<file path="config.mk">
export PLATFORM = sky130hd
export DESIGN_NAME = mirror_group_detector
export DESIGN_NICKNAME = d
export VERILOG_FILES = /design/src/rtl/mirror_pkg.sv /design/src/rtl/mirror_shifter.sv /design/src/rtl/mirror_position.sv /design/src/rtl/mirror_compare.sv /design/src/rtl/mirror_group_detector.sv
export SDC_FILE = /design/constraint.sdc
export NUM_CORES = 1
export LEC_CHECK = 0
export ABC_AREA = 1
export BUFFER_PORTS_ARGS = -buffer_cell sky130_fd_sc_hd__buf_2
export CAP_MARGIN = 10
export CORE_AREA = 5 5 42 44
export DETAILED_ROUTE_END_ITERATION = 8
export DIE_AREA = 0 0 47 49
export HOLD_SLACK_MARGIN = 0.08
export PLACE_DENSITY = 0.38
export SYNTH_ARGS = -nofsm -noshare
export SYNTH_HDL_FRONTEND = slang
export SYNTH_SLANG_ARGS = --single-unit
</file>
<file path="constraint.sdc">
create_clock -name clk -period 1.05 [get_ports clk]
set_input_delay 0.0525 -clock clk [delete_from_list [all_inputs] [get_ports clk]]
set_output_delay 0.0525 -clock clk [all_outputs]
set_load 0.02 [all_outputs]
</file>
<file path="src/rtl/mirror_pkg.sv">
// Shared definitions for the mirror-group detector.
// Assumes: a group has at least two bits.
package mirror_pkg;
    parameter int MIRROR_GROUP_BITS = 4;

    // Registered verdict that the top module drives onto its outputs
    typedef struct packed {
        logic done;
        logic match;
    } mirror_verdict_t;
endpackage

</file>
<file path="src/rtl/mirror_shifter.sv">
// Serial-in shift register that advances only on qualified clocks.
// The oldest bit ends up in the MSB. next_o shows the contents as they
// would be after the current bit is shifted in, so a completed group can
// be judged in the same clock that its last bit arrives.
// Assumes: WIDTH >= 2.
module mirror_shifter #(
    parameter int WIDTH = 4
) (
    input  logic             clk,
    input  logic             rst_n,
    input  logic             shift_i,
    input  logic             bit_i,
    output logic [WIDTH-1:0] next_o
);
    logic [WIDTH-1:0] store_q;

    // Contents after a shift at this edge
    always_comb begin
        next_o = {store_q[WIDTH-2:0], bit_i};
    end

    // Hold the window; shift only on qualified bits
    always_ff @(posedge clk) begin
        if (!rst_n) begin
            store_q <= '0;
        end else if (shift_i) begin
            store_q <= next_o;
        end
    end
endmodule

</file>
<file path="src/rtl/mirror_position.sv">
// Counts qualified bits inside the current group and wraps at the group
// size. last_o marks the qualified bit that closes a group.
// Assumes: GROUP >= 2.
module mirror_position #(
    parameter int GROUP = 4
) (
    input  logic clk,
    input  logic rst_n,
    input  logic step_i,
    output logic last_o
);
    localparam int POS_W = (GROUP > 2) ? $clog2(GROUP) : 1;
    localparam logic [POS_W-1:0] POS_LAST = POS_W'(GROUP - 1);

    logic [POS_W-1:0] pos_q;

    // Closing bit: a qualified bit arriving at the final position
    always_comb begin
        last_o = step_i && (pos_q == POS_LAST);
    end

    // Advance on each qualified bit, wrap after the closing bit
    always_ff @(posedge clk) begin
        if (!rst_n) begin
            pos_q <= '0;
        end else if (last_o) begin
            pos_q <= '0;
        end else if (step_i) begin
            pos_q <= pos_q + POS_W'(1);
        end
    end
endmodule

</file>
<file path="src/rtl/mirror_compare.sv">
// Combinational symmetry test: bit k must equal bit WIDTH-1-k for every
// pair. A middle bit, present when WIDTH is odd, is left unchecked.
// Assumes: WIDTH >= 2.
module mirror_compare #(
    parameter int WIDTH = 4
) (
    input  logic [WIDTH-1:0] word_i,
    output logic             sym_o
);
    localparam int PAIRS = WIDTH / 2;

    logic [PAIRS-1:0] pair_eq;

    genvar k;
    generate
        for (k = 0; k < PAIRS; k++) begin : g_pair
            // One equality per mirrored pair
            assign pair_eq[k] = (word_i[k] == word_i[WIDTH-1-k]);
        end
    endgenerate

    // All pairs must agree
    always_comb begin
        sym_o = &pair_eq;
    end
endmodule

</file>
<file path="src/rtl/mirror_group_detector.sv">
// Gated serial detector for symmetric, non-overlapping groups of bits.
// Qualified bits (en_i = 1) fill a group. The clock after the closing
// bit, v_o pulses, and p_o pulses together with it if the group is
// symmetric. Reset is synchronous and active low.
// Assumes: GROUP_BITS >= 2; inputs are synchronous to clk.
module mirror_group_detector #(
    parameter int GROUP_BITS = mirror_pkg::MIRROR_GROUP_BITS
) (
    input  logic clk,
    input  logic rst_n,
    input  logic d_i,
    input  logic en_i,
    output logic v_o,
    output logic p_o
);
    import mirror_pkg::*;

    logic [GROUP_BITS-1:0] window_next;
    logic                  closing;
    logic                  symmetric;
    mirror_verdict_t       verdict_q;

    mirror_shifter #(.WIDTH(GROUP_BITS)) u_shift (
        .clk     (clk),
        .rst_n   (rst_n),
        .shift_i (en_i),
        .bit_i   (d_i),
        .next_o  (window_next)
    );

    mirror_position #(.GROUP(GROUP_BITS)) u_pos (
        .clk    (clk),
        .rst_n  (rst_n),
        .step_i (en_i),
        .last_o (closing)
    );

    mirror_compare #(.WIDTH(GROUP_BITS)) u_cmp (
        .word_i (window_next),
        .sym_o  (symmetric)
    );

    // Register the verdict for one clock after a group closes
    always_ff @(posedge clk) begin
        if (!rst_n) begin
            verdict_q <= '0;
        end else begin
            verdict_q.done  <= closing;
            verdict_q.match <= closing && symmetric;
        end
    end

    // Drive the outputs from the registered verdict
    always_comb begin
        v_o = verdict_q.done;
        p_o = verdict_q.match;
    end
endmodule

</file>
## Word-level counts from Yosys, hierarchy flattened

Index checks and enable logic that the tools add are counted.

| word-level totals | value |
|---|---|
| register bits | 7 |
| latch bits | 0 |
| memory bits (writable) | 0 |
| bits in read-only memories | 0 |
| input port bits | 4 |
| output and inout port bits | 2 |
| word-level logic and storage cells | 13 |
| memories kept | 0 |

| cells by class | value |
|---|---|
| $add $sub $neg | 1 |
| multiply operators | 0 |
| divide/modulo/power cells | 0 |
| $lt $le $gt $ge | 0 |
| eq/ne operators | 3 |
| shift operators | 0 |
| mux-type cells | 0 |
| bitwise logic cells | 1 |
| reduce and logical (&&, ||, !) cells | 4 |

Operators by type and width:

| cell | count |
|---|---|
| 2-bit by 1-bit adder with 2-bit output (second input constant) | 1 |
| 1-bit equality test | 2 |
| 2-bit equality test (second input constant) | 1 |
| 1-bit logical AND | 2 |
| 2-bit AND reduction | 1 |
| 2-bit OR reduction | 1 |
| 1-bit NOT | 1 |

## Logic depth before layout (Yosys ltp)

Gate-level depths: netlist of the first run.

| depth | value |
|---|---|
| depth after elaboration | 3 |
| mapped depth | 5 |

## By module

Synthesis of the first run repeated with hierarchy kept, for this count alone.

| second synthesis, totals | value |
|---|---|
| cells, all modules | 51 |
| area total of the unflattened synthesis | 335.3 sq um |

Modules (own cells, without submodules):

| module | instances | cells each | area each (sq um) | sequential area each (sq um) |
|---|---|---|---|---|
| mirror_shifter | 1 | 19 | 123.9 | 60.1 |
| mirror_position | 1 | 15 | 112.6 | 40.0 |
| mirror_group_detector | 1 | 6 | 57.6 | 40.0 |
| mirror_compare | 1 | 11 | 41.3 | 0.0 |

## Worst setup path before layout of the first run

No wires, ideal clock.

| timing path | value |
|---|---|
| path type | register to register |
| start point | register u_pos.pos_q[0] |
| end point | register verdict_q (netlist bit p_o) |
| library setup time | 0.116 ns |
| data arrival time | 0.711 ns |
| path slack | 0.222 ns |
| stages on the path, launching flop included | 6 |
| buffers on the path | 0 |
| period minus slack after synthesis | 0.828 ns |
| cells stage by stage | dfxtp_1 -> ha_1 -> nand2_4 -> nor2_4 -> nand2_2 -> nor2_2 |

| on the way | value |
|---|---|
| cells in the longest elaborated chain, start to end | 3 |

Ends and longest elaborated chain:

| item | RTL line | source |
|---|---|---|
| start: declaration | mirror_position.sv:15 | `logic [POS_W-1:0] pos_q;` |
| start signal: assignment | mirror_position.sv:29 | `pos_q <= pos_q + POS_W'(1);` |
| 2-bit equality test | mirror_position.sv:19 | `last_o = step_i && (pos_q == POS_LAST);` |
| 1-bit logical AND | mirror_position.sv:19 |  |
| 1-bit logical AND | mirror_group_detector.sv:49 | `verdict_q.match <= closing && symmetric;` |
| end: declaration | mirror_group_detector.sv:21 | `mirror_verdict_t verdict_q;` |

No other way between the ends.
A chain may end at the register's enable or synchronous reset.

## Worst setup path after layout of the first run

Same ends and word-level chain as after synthesis.

==> results.md, run 1 <==
- TNS Setup: 0 ns
- Top cell type's share of synthesized area: 0.471
- Clock skew: 0.00243 ns
- Worst setup EP type: flip-flop
- Critical path fanouts, max: 2
- Setup Fix Bufs, Post-CTS: 0
- Placed cell areas: 332 µm²
- Cell Chain, Critical Path: ha_1 -> nand2_4 -> nor2_4 -> nand2_2 -> nor2_2
- Die extent in y: 49 µm
- F_max: 1130 MHz
- Routed met3 length: 36 µm
- Slew Limit Fails: 0
- Routed vias: 232
- Main combinational cell family by area after synthesis: simple AND/OR/NAND/NOR gates
- Cell area after synthesis: 298 µm²
- Die Width: 47 µm
- Tcrit/Tclk final: 0.844
- Core Region: 0.00140 mm²
- Final setup violation count: 0
- Worst setup path class: flip-flop to flip-flop
- RSZ-0062 raised after global routing: false
- Syn Nets: 40
- Post-synthesis compound-gate area fraction: 0.0840
- Asr flop ratio synth: 0
- Seq/Total Area, Yosys: 0.471
- Routed met2 length: 221 µm
- Multi-input gate area: 131 µm²
- Post-synth EDFFs: 0
- Yosys top cell by area: dfxtp_1
- Antenna Cells: 0
- Drt first-iter violations: 2
- Post-Synth Adder-Cell Area: 0.0420
- Yosys reg bits: 7
- Worst slew pin tran: 0.165 ns
- Commonest cells in the netlist: dfxtp_1 (7), nand2_1 (6), nor2_1 (5), inv_1 (3), o21ai_0 (3)
- Slew margin rel.: 0.890
- Htree depth: 1
- Final WL: 498 µm
- Synth Flop Type: dfxtp_1
- Largest net degree at the start of global routing: 9
- Seq. cell area: 140 µm²
- Reg clk slew, reported paths: 0.05 ns
- Worst path top cell family by delay: flip-flops
- GRT Util Overall: 0.0557
- MaxCap Viol Count: 0
- Fin nets: 50
- CP required: 1.24 ns
- Placed Instances: 55
- Initial antenna violation count: 0
- Total of warnings raised by yosys: 0
- Final hold vios: 0
- Routed length on met1: 226 µm
- Pleak: 0.182 nW
- TritonCTS clock tree: built
- Clk Latency, worst-skew pair: 0.24 ns
- Post-route minimum period: 0.886 ns
- Post-synthesis mux area share: 0
- Simple-gate share of the synthesized area: 0.256
- Unique masters post-synth: 15
- CP Data Arrival Time: 1.07 ns
- Gr ovfl total: 0
- 1st-pass router iterations: 2
- Root buffer cell: clkbuf_4
- DRC Markers: 0
- Row cnt: 14
- Vias/cell: 3.87
- Clk buf depth: 2
- Finished Layout Cells: 60
- Peak VDD IR: 0.742 mV
- Highest routed layer: met4
- Port bufs: 5
- Gpl congestion: 0.700
- Top post-synthesis cells by area: dfxtp_1 (47%), nand2_1 (7.6%), nor2_1 (6.3%)
- Cell with the most instances after synthesis: dfxtp_1
- Starting density of the core: 0.213
- Buffers & Inverters on Critical Path: 0
- Status: completed
- CP Launch Type: flip-flop
- I/O Pins: 6
- XOR/XNOR share of the synthesized area: 0.0588
- P per Cell Area: 1610 mW/mm²
- WL per Instance: 8.30 µm
- Num CTS Buffers: 3
- Share of cells above drive strength 1: 0.295
- HP Class: primary input to flip-flop
- Crit-path max cell delay: 0.35 ns
- First-pass GRT wire length: 841 µm
- Vias in the first global route: 227
- Number of fill cells: 173
- Gate Count Post-Synth: 35
- Die area: 0.00230 mm²
- Layout area overhead: 23.5%
- Avg Inst Size Synth: 8.51 µm²
- Slowest-stage cell, CP: dfxtp_1
- Design Area, Final: 368 µm²
- Num Clock Sinks: 7
- Detail Route Antenna Nets: 0
==> final cells by class <==
class | count | area share
Clock buffer | 4 | 0.0714
Inverter | 4 | 0.0408
Multi-Input combinational cell | 23 | 0.357
Sequential cell | 7 | 0.381
Tap cell | 16 | 0.0544
Timing Repair Buffer | 6 | 0.0952
==> report_power, final <==
group          internal, W  switching, W  leakage [nW]  total [W]
logic            0.0000269     0.0000333         0.109  0.0000602
clock network     0.000145     0.0000934        0.0150   0.000238
registers         0.000282     0.0000114        0.0575   0.000293
total             0.000453      0.000138         0.182   0.000591
==> logic make-up after synthesis <==
group / count (synthesis)
DFF: 7
xor gates and xnor gates: 2
adders and majority gates: 1
and+or+nand+nor: 15
AOI/OAI and AO/OA: 5
buffers and inverters: 5
==> registers in the layout, indices dropped and copies added (netlist names) <==
| register | cells |
|---|---|
| u_shift.store_q | 3 |
| u_pos.pos_q | 2 |
| p_o | 1 |
| v_o | 1 |
==> stage by stage <==
stage          worst slack (ns)  total power, W  hold slack [ns]  utilization
2_1_floorplan             0.222        0.000342            0.184            -
3_5_place_dp              0.162        0.000356            0.336        0.237
4_1_cts                   0.153        0.000604           0.0882        0.263
3_3_place_gp              0.198        0.000352            0.337        0.237
5_1_grt                  0.0848        0.000631           0.0995        0.263
6_report                  0.164        0.000591           0.0953        0.263
==> layer usage <==
metal	track usage	vias up
met5	0	-
met4	0.0553	0
met3	0.0443	2
met2	0.0656	4
met1	0.0573	100
li1	-	126
==> path summary, 6_finish.rpt <==
kind / to / slack (ns) / cells past startpoint / from
hold / removal: u_shift.store_q[0] / 0.1 / 3 / d_i
hold reg to reg: u_pos.pos_q[1] / 0.48 / 2 / u_pos.pos_q[1]
setup reg to reg: p_o / 0.16 / 5 / u_pos.pos_q[0]
setup / recovery: p_o / 0.16 / 5 / u_pos.pos_q[0]
==> timing repair <==
item,4_1_cts,5_1_grt
resized for setup,0,0
hold endpoints to repair,1,0
hold buffers,1,0
==> placed cells by master (no fill, tap or decap), types with 2 or more instances in the layout <==
cell	synthesis	routed
o21ai_0	3	3
dfxtp_1	7	7
nand2_1	6	6
inv_1	3	3
nor2_1	5	5
buf_2	0	5
a21oi_1	2	2
clkbuf_4	0	3
==> worst register-to-register path, delay by kind of cell, from the launching register on <==
kind	cells	cell delay, ns
flops	1	0.35
simple gates	4	0.28
fa+ha+maj	1	0.20
No activity file was read; power rests on OpenSTA's default activity.
==> run 2, diff against run 1 <==
- ABC_AREA: 1 -> 0
- PLACE_DENSITY: 0.38 -> 0.37
- clock period: 1.05 -> 0.85 ns (I/O delays scaled with it)
==> run 2 against run 1 <==
  * The flow now finishes with violations (negative setup slack)
  * Routed wire length grew 2.4%
  * Clock power grew 35%
  * Core utilization grew 2.1 points
  * Clock-buffer cell count is the same
  * Die area is the same
  * Critical endpoint is now u_pos.pos_q[0]
  * Largest cell class is now multi-input gates
==> results.md, run 2 <==
- Tcrit/Tclk final: 1.21 (+0.365)
- Critical path fanouts, max: 3 (+1)
- CP Data Arrival Time: 1.22 ns (+0.15 ns)
- P per Cell Area: 1890 mW/mm² (+18%)
- Num CTS Buffers: 3 (unchanged)
- Post-synth EDFFs: 0 (unchanged)
- Final hold vios: 0 (unchanged)
- Top post-synthesis cells by area: dfxtp_1 (50%), mux2i_1 (11%), xnor2_1 (6.2%)
- Vias in the first global route: 179 (-21%)
- Placed cell areas: 325 µm² (-1.9%)
- Clock skew: 0.00291 ns (+0.000481 ns)
- Core Region: 0.00140 mm² (unchanged)
- Initial antenna violation count: 0 (unchanged)
- Number of fill cells: 162 (-6.4%)
- Unique masters post-synth: 13 (-2)
- Slew margin rel.: 0.879 (-0.0109)
- Cell Chain, Critical Path: ha_4 -> or3b_4 -> a21oi_2
- Final setup violation count: 3 (+3)
- Row cnt: 14 (unchanged)
- Violated checks: negative setup slack
- Crit-path max cell delay: 0.36 ns (about the same)
- Avg Inst Size Synth: 10.8 µm² (+27%)
- Top cell type's share of synthesized area: 0.498 (+0.0272)
- Die Width: 47 µm (unchanged)
- Gpl congestion: 0.670 (-4.4%)
- Yosys reg bits: 7 (unchanged)
- Top flop regs: u_shift.store_q (3), u_pos.pos_q (2)
- Detail Route Antenna Nets: 0 (unchanged)
- Starting density of the core: 0.201 (-0.0116)
- Worst setup EP type: flip-flop
- Vias/cell: 4.04 (+4.4%)
- Asr flop ratio synth: 0 (unchanged)
- Multi-input gate area: 151 µm² (+15%)
- WL per Instance: 9.62 µm (+16%)
- I/O Pins: 6 (unchanged)
- Clk Latency, worst-skew pair: 0.26 ns (+0.02 ns)
- Fin nets: 43 (-14%)
- Max FFs per register: 3 (unchanged)
- Slew Limit Fails: 0 (unchanged)
- Slowest-stage cell, CP: or3b_4
- Worst slew pin tran: 0.181 ns (+0.0166 ns)
- CP Launch Type: flip-flop
- F_max: 973 MHz (-14%)
- Layout area overhead: 40.9%
- Reg clk slew, reported paths: 0.06 ns (about the same)
- Most frequent cells in the layout: buf_2 (5), dfxtp_1 (5), mux2i_1 (3), nor2_1 (3), clkbuf_4 (3)
- Design Area, Final: 397 µm² (+7.8%)
- DRC Markers: 0 (unchanged)
- RSZ-0062 raised after global routing: true
- MaxCap Viol Count: 0 (unchanged)
- Syn Nets: 31 (-23%)
- Seq/Total Area, Yosys: 0.498 (+0.0272)
- Synth Flop Type: dfxtp_1
- Root buffer cell: clkbuf_4
- GRT Util Overall: 0.0501 (-0.00560)
- First-pass GRT wire length: 703 µm (-16%)
- Largest register by flop count: u_shift.store_q
- Setup ws final: -0.178 ns (-0.342 ns)
- TritonCTS clock tree: built
- Peak VDD IR: 0.637 mV (-14%)
- Num Clock Sinks: 7 (unchanged)
- Cell area after synthesis: 282 µm² (-5.5%)
- Setup Fix Bufs, Post-CTS: 0 (unchanged)
- Die area: 0.00230 mm² (unchanged)
- Worst setup path class: flip-flop to flip-flop
- Seq. cell area: 143 µm² (+1.8%)
- HP Class: primary input to flip-flop
- Final WL: 510 µm (+2.4%)
- 1st-pass router iterations: 2 (unchanged)
- Antenna Cells: 0 (unchanged)
- Post-route minimum period: 1.03 ns (+0.142 ns)
- Routed vias: 214 (-7.8%)
- Htree depth: 1 (unchanged)
- Drt first-iter violations: 1 (-1)
- Worst path top cell family by delay: simple AND/OR/NAND/NOR gates
- Clk buf depth: 2 (unchanged)
- Gate Count Post-Synth: 26 (-26%)
- Buffers & Inverters on Critical Path: 0 (unchanged)
- Total of warnings raised by yosys: 0 (unchanged)
- Die extent in y: 49 µm (unchanged)
- Yosys top cell by area: dfxtp_1
- Cell with the most instances after synthesis: dfxtp_1
- CP required: 1.04 ns (-0.20 ns)
- Hold WS: 0.135 ns (+0.0398 ns)
- Share of cells above drive strength 1: 0.432 (+0.137)
- Port bufs: 5 (unchanged)
- Largest net degree at the start of global routing: 9 (unchanged)
- Commonest cells in the netlist: dfxtp_1 (7), mux2i_1 (3), nor2_1 (3)
- Gr ovfl total: 0 (unchanged)
- Status: finished with violations
- Pleak: 0.167 nW (-7.9%)
==> run 2: kinds of logic after synthesis <==
kind of cell	count (synthesis)	synth area share
flops	7	0.498
compound gates	2	0.0489
xor+xnor	2	0.0622
mux	3	0.107
simple gates	9	0.187
buf+inv	2	0.0533
fa+ha+maj	1	0.0444
==> run 2: worst paths after layout <==
| kind | start | to | slack [ns] | depth (start not counted) |
|---|---|---|---|---|
| worst max register to register | u_pos.pos_q[0] | u_pos.pos_q[0] | -0.18 | 3 |
| worst min register to register | u_pos.pos_q[1] | u_pos.pos_q[1] | 0.49 | 2 |
| worst min-delay path | en_i | u_pos.pos_q[1] | 0.14 | 3 |
| worst max-delay path | u_pos.pos_q[0] | u_pos.pos_q[0] | -0.18 | 3 |
==> run 2: what timing repair did <==
action	CTS	global route
endpoints found under the setup margin	3	3
hold buffers	2	0
pin swaps	2	0
gates resized for setup	4	2
hold endpoints to repair	2	0
==> run 2: where the power goes <==
part           leakage [nW]  switching, W  internal [W]  total (W)
combinational        0.0945     0.0000303     0.0000445  0.0000748
sequential           0.0578     0.0000113      0.000343   0.000354
clock                0.0150      0.000141      0.000180   0.000321
total                 0.167      0.000182      0.000567   0.000750
==> run 2: area by class of cell <==
| cell class | count | share of cell area |
|---|---|---|
| well taps | 16 | 0.0505 |
| inverters | 1 | 0.00946 |
| repair buffers | 8 | 0.132 |
| clock buffers | 4 | 0.0662 |
| multi-input cells | 17 | 0.382 |
| flip-flops and latches | 7 | 0.360 |
==> run 2: layer usage <==
| metal | global-route usage | share of wire | vias to the layer above |
|---|---|---|---|
| li1 | - | - | 108 |
| met1 | 0.0574 | 0.49 | 94 |
| met2 | 0.0475 | 0.36 | 7 |
| met3 | 0.0221 | 0.082 | 5 |
| met4 | 0.0829 | 0.067 | 0 |
| met5 | 0 | 0 | - |
==> run 2: worst register-to-register path, delay by kind of cell (launching register included) <==
family,cells,cell delay (ns)
compound gates,1,0.11
fa+ha+maj,1,0.16
simple gates,1,0.36
flops,1,0.33
==> run 2: metrics by stage <==
step	instances	power [W]	setup TNS, ns	worst slack, ns	util
after floorplan	26	0.000400	-0.186	-0.148	-
after global placement	47	0.000414	-0.250	-0.157	0.232
after detailed placement	47	0.000416	-0.291	-0.173	0.232
after CTS	53	0.000753	-0.230	-0.183	0.278
after global routing	53	0.000780	-0.287	-0.197	0.283
final	53	0.000750	-0.219	-0.178	0.283
==> run 3, diff against run 2 <==
- REMOVE_ABC_BUFFERS: unset -> 1
==> run 3 against run 2 <==
  * The flow still finishes with violations (negative setup slack)
  * Clock-buffer cell count unchanged
  * Sequential share of layout area is 0.45 points lower
  * Routed wire length fell by 3.1%
  * Sequential power hardly changed
  * Via count increased by 0.47%
  * Clock power fell by 8.1%
  * Maximum frequency grew 0.17%
  * Total power decreased by 3.5%
  * Die area unchanged
  * Non-clock buffer count is 1 higher
  * Critical endpoint unchanged
  * Largest power group unchanged
==> results.md, run 3 (same netlist as run 2, synthesis figures left out) <==
- Max FFs per register: 3 (unchanged)
- Port bufs: 5 (unchanged)
- Starting density of the core: 0.201 (unchanged)
- Setup ws final: -0.176 ns (+0.00179 ns)
- Reg-to-Reg Start: u_pos.pos_q[0]
- MaxCap Viol Count: 0 (unchanged)
- Share of cells above drive strength 1: 0.421 (-0.0114)
- Layout area overhead: 42.7%
- Reg clk slew, reported paths: 0.05 ns (about the same)
- Hold WS: 0.105 ns (-0.0303 ns)
- Slew margin rel.: 0.913 (+0.0343)
- Num Clock Sinks: 7 (unchanged)
- DRC Markers: 0 (unchanged)
- CP Data Arrival Time: 1.21 ns (about the same)
- Fin nets: 44 (+2.3%)
- Final setup violation count: 2 (-1)
- Vias/cell: 3.98 (-1.4%)
- Worst slew pin tran: 0.127 ns (-0.0548 ns)
- Slowest-stage cell, CP: or3b_1
- Worst setup EP type: flip-flop
- Worst setup path class: flip-flop to flip-flop
- Vias in the first global route: 208 (+16%)
- Initial antenna violation count: 0 (unchanged)
- Pleak: 0.172 nW (+2.8%)
- Seq. cell area: 143 µm² (unchanged)
- Crit-path max cell delay: 0.35 ns (about the same)
- Clock skew: 0.00404 ns (+0.00113 ns)
- Most frequent cells in the layout: buf_2 (5), dfxtp_1 (5), mux2i_1 (3), nor2_1 (3), clkbuf_4 (3)
- Detailed placement HPWL: 337 µm
- P per Cell Area: 1800 mW/mm² (-4.7%)
- Clk Latency, worst-skew pair: 0.25 ns (about the same)
- Hold EP: u_pos.pos_q[1]
- HP Class: primary input to flip-flop
- Multi-input gate area: 149 µm² (-1.7%)
- Row cnt: 14 (unchanged)
- Peak VDD IR: 0.678 mV (+6.5%)
- CP required: 1.03 ns (about the same)
- Reg2reg setup slack: -0.18 ns (about the same)
- Antenna Cells: 0 (unchanged)
- Tcrit/Tclk final: 1.21 (-0.00210)
- 1st-pass router iterations: 1 (-1)
- Cell Chain, Critical Path: ha_4 -> or3b_1 -> a21oi_2
- Final hold vios: 0 (unchanged)
- Slew Limit Fails: 0 (unchanged)
- Critical path fanouts, max: 3 (unchanged)
- CP Launch Type: flip-flop
- Die extent in y: 49 µm (unchanged)
- Htree depth: 1 (unchanged)
- Number of fill cells: 161 (-0.62%)
- WL per Instance: 9.15 µm (-4.9%)
- Post-route minimum period: 1.03 ns (-0.00179 ns)
- Die Width: 47 µm (unchanged)
- Violated checks: negative setup slack
- Gpl congestion: 0.650 (-3.0%)
- Status: finished with violations
- Final WL: 494 µm (-3.1%)
- F_max: 975 MHz (+0.17%)
- Hold path depth: 3 (unchanged)
- R2R depth: 3 (unchanged)
- Die area: 0.00230 mm² (unchanged)
- Root buffer cell: clkbuf_4
- Drt first-iter violations: 0 (-1)
- RR Endpoint: u_pos.pos_q[0]
- Core Region: 0.00140 mm² (unchanged)
- GRT Util Overall: 0.0559 (+0.00580)
- Routed vias: 215 (+0.47%)
- Top flop regs: u_shift.store_q (3), u_pos.pos_q (2)
- Power Total: 0.000724 W (-3.5%)
- RSZ-0062 raised after global routing: true
- First-pass GRT wire length: 800 µm (+14%)
- Largest net degree at the start of global routing: 7 (-2)
- Gr ovfl total: 0 (unchanged)
- Num CTS Buffers: 3 (unchanged)
- I/O Pins: 6 (unchanged)
- Hold Startpoint: en_i
- Clk buf depth: 2 (unchanged)
- Detail Route Antenna Nets: 0 (unchanged)
- TritonCTS clock tree: built
- Largest register by flop count: u_shift.store_q
run 3: cell count changes in the layout (fill, tap and decap cells not counted), sizes merged:
cell,delta
buf,+1
run 3: area by class of cell:
class	instances	area share
Clock buffer	4	0.0654
Inverter	1	0.00935
Sequential cell	7	0.355
Timing Repair Buffer	9	0.150
Tap cell	16	0.0498
Multi-Input combinational cell	17	0.371
run 3: worst max path at each step:
stage                         from        endpoint  slack, ns  depth (start not counted)
floorplan           u_pos.pos_q[0]  u_pos.pos_q[0]      -0.17                          3
global placement    u_pos.pos_q[0]  u_pos.pos_q[0]      -0.19                          3
detailed placement  u_pos.pos_q[0]  u_pos.pos_q[0]      -0.20                          3
CTS                 u_pos.pos_q[0]  u_pos.pos_q[0]      -0.17                          3
global route        u_pos.pos_q[0]  u_pos.pos_q[0]      -0.20                          3
finish              u_pos.pos_q[0]  u_pos.pos_q[0]      -0.18                          3
run 3: power breakdown:
part	internal (W)	total, W	switching [W]
registers	0.000343	0.000355	0.0000120
logic	0.0000439	0.0000730	0.0000292
clock network	0.000179	0.000295	0.000117
run 3: per-layer routing:
| layer | wire, µm | GRT usage | vias up |
|---|---|---|---|
| met5 | 0 | 0 | - |
| met4 | 21 | 0.0553 | 0 |
| met3 | 56 | 0.0590 | 5 |
| met2 | 223 | 0.0701 | 6 |
| met1 | 192 | 0.0445 | 93 |
| li1 | - | - | 111 |
run 3: worst max-delay path: cells and delay by family (launching register included):
| family | cells | cell delay (ns) |
|---|---|---|
| simple gates | 1 | 0.35 |
| compound gates | 1 | 0.11 |
| flops | 1 | 0.33 |
| fa+ha+maj | 1 | 0.16 |
run 3: timing repair:
item                                    4_1_cts  5_1_grt
resized for setup                             5        1
endpoints found under the setup margin        3        3
cloned                                        0        0
setup buffers                                 1        0
hold buffers                                  2        0
pin swaps                                     1        1
endpoints found under the hold margin         2        0
run 3: stage by stage:
step | setup TNS (ns) | std cells | utilization | worst slack, ns | area [µm²]
global route | -0.320 | 54 | 0.287 | -0.199 | 402
floorplan | -0.232 | 25 | - | -0.170 | 270
detailed placement | -0.324 | 47 | 0.230 | -0.202 | 323
global placement | -0.309 | 47 | 0.230 | -0.187 | 323
CTS | -0.215 | 54 | 0.283 | -0.172 | 397
finish | -0.216 | 54 | 0.287 | -0.176 | 402
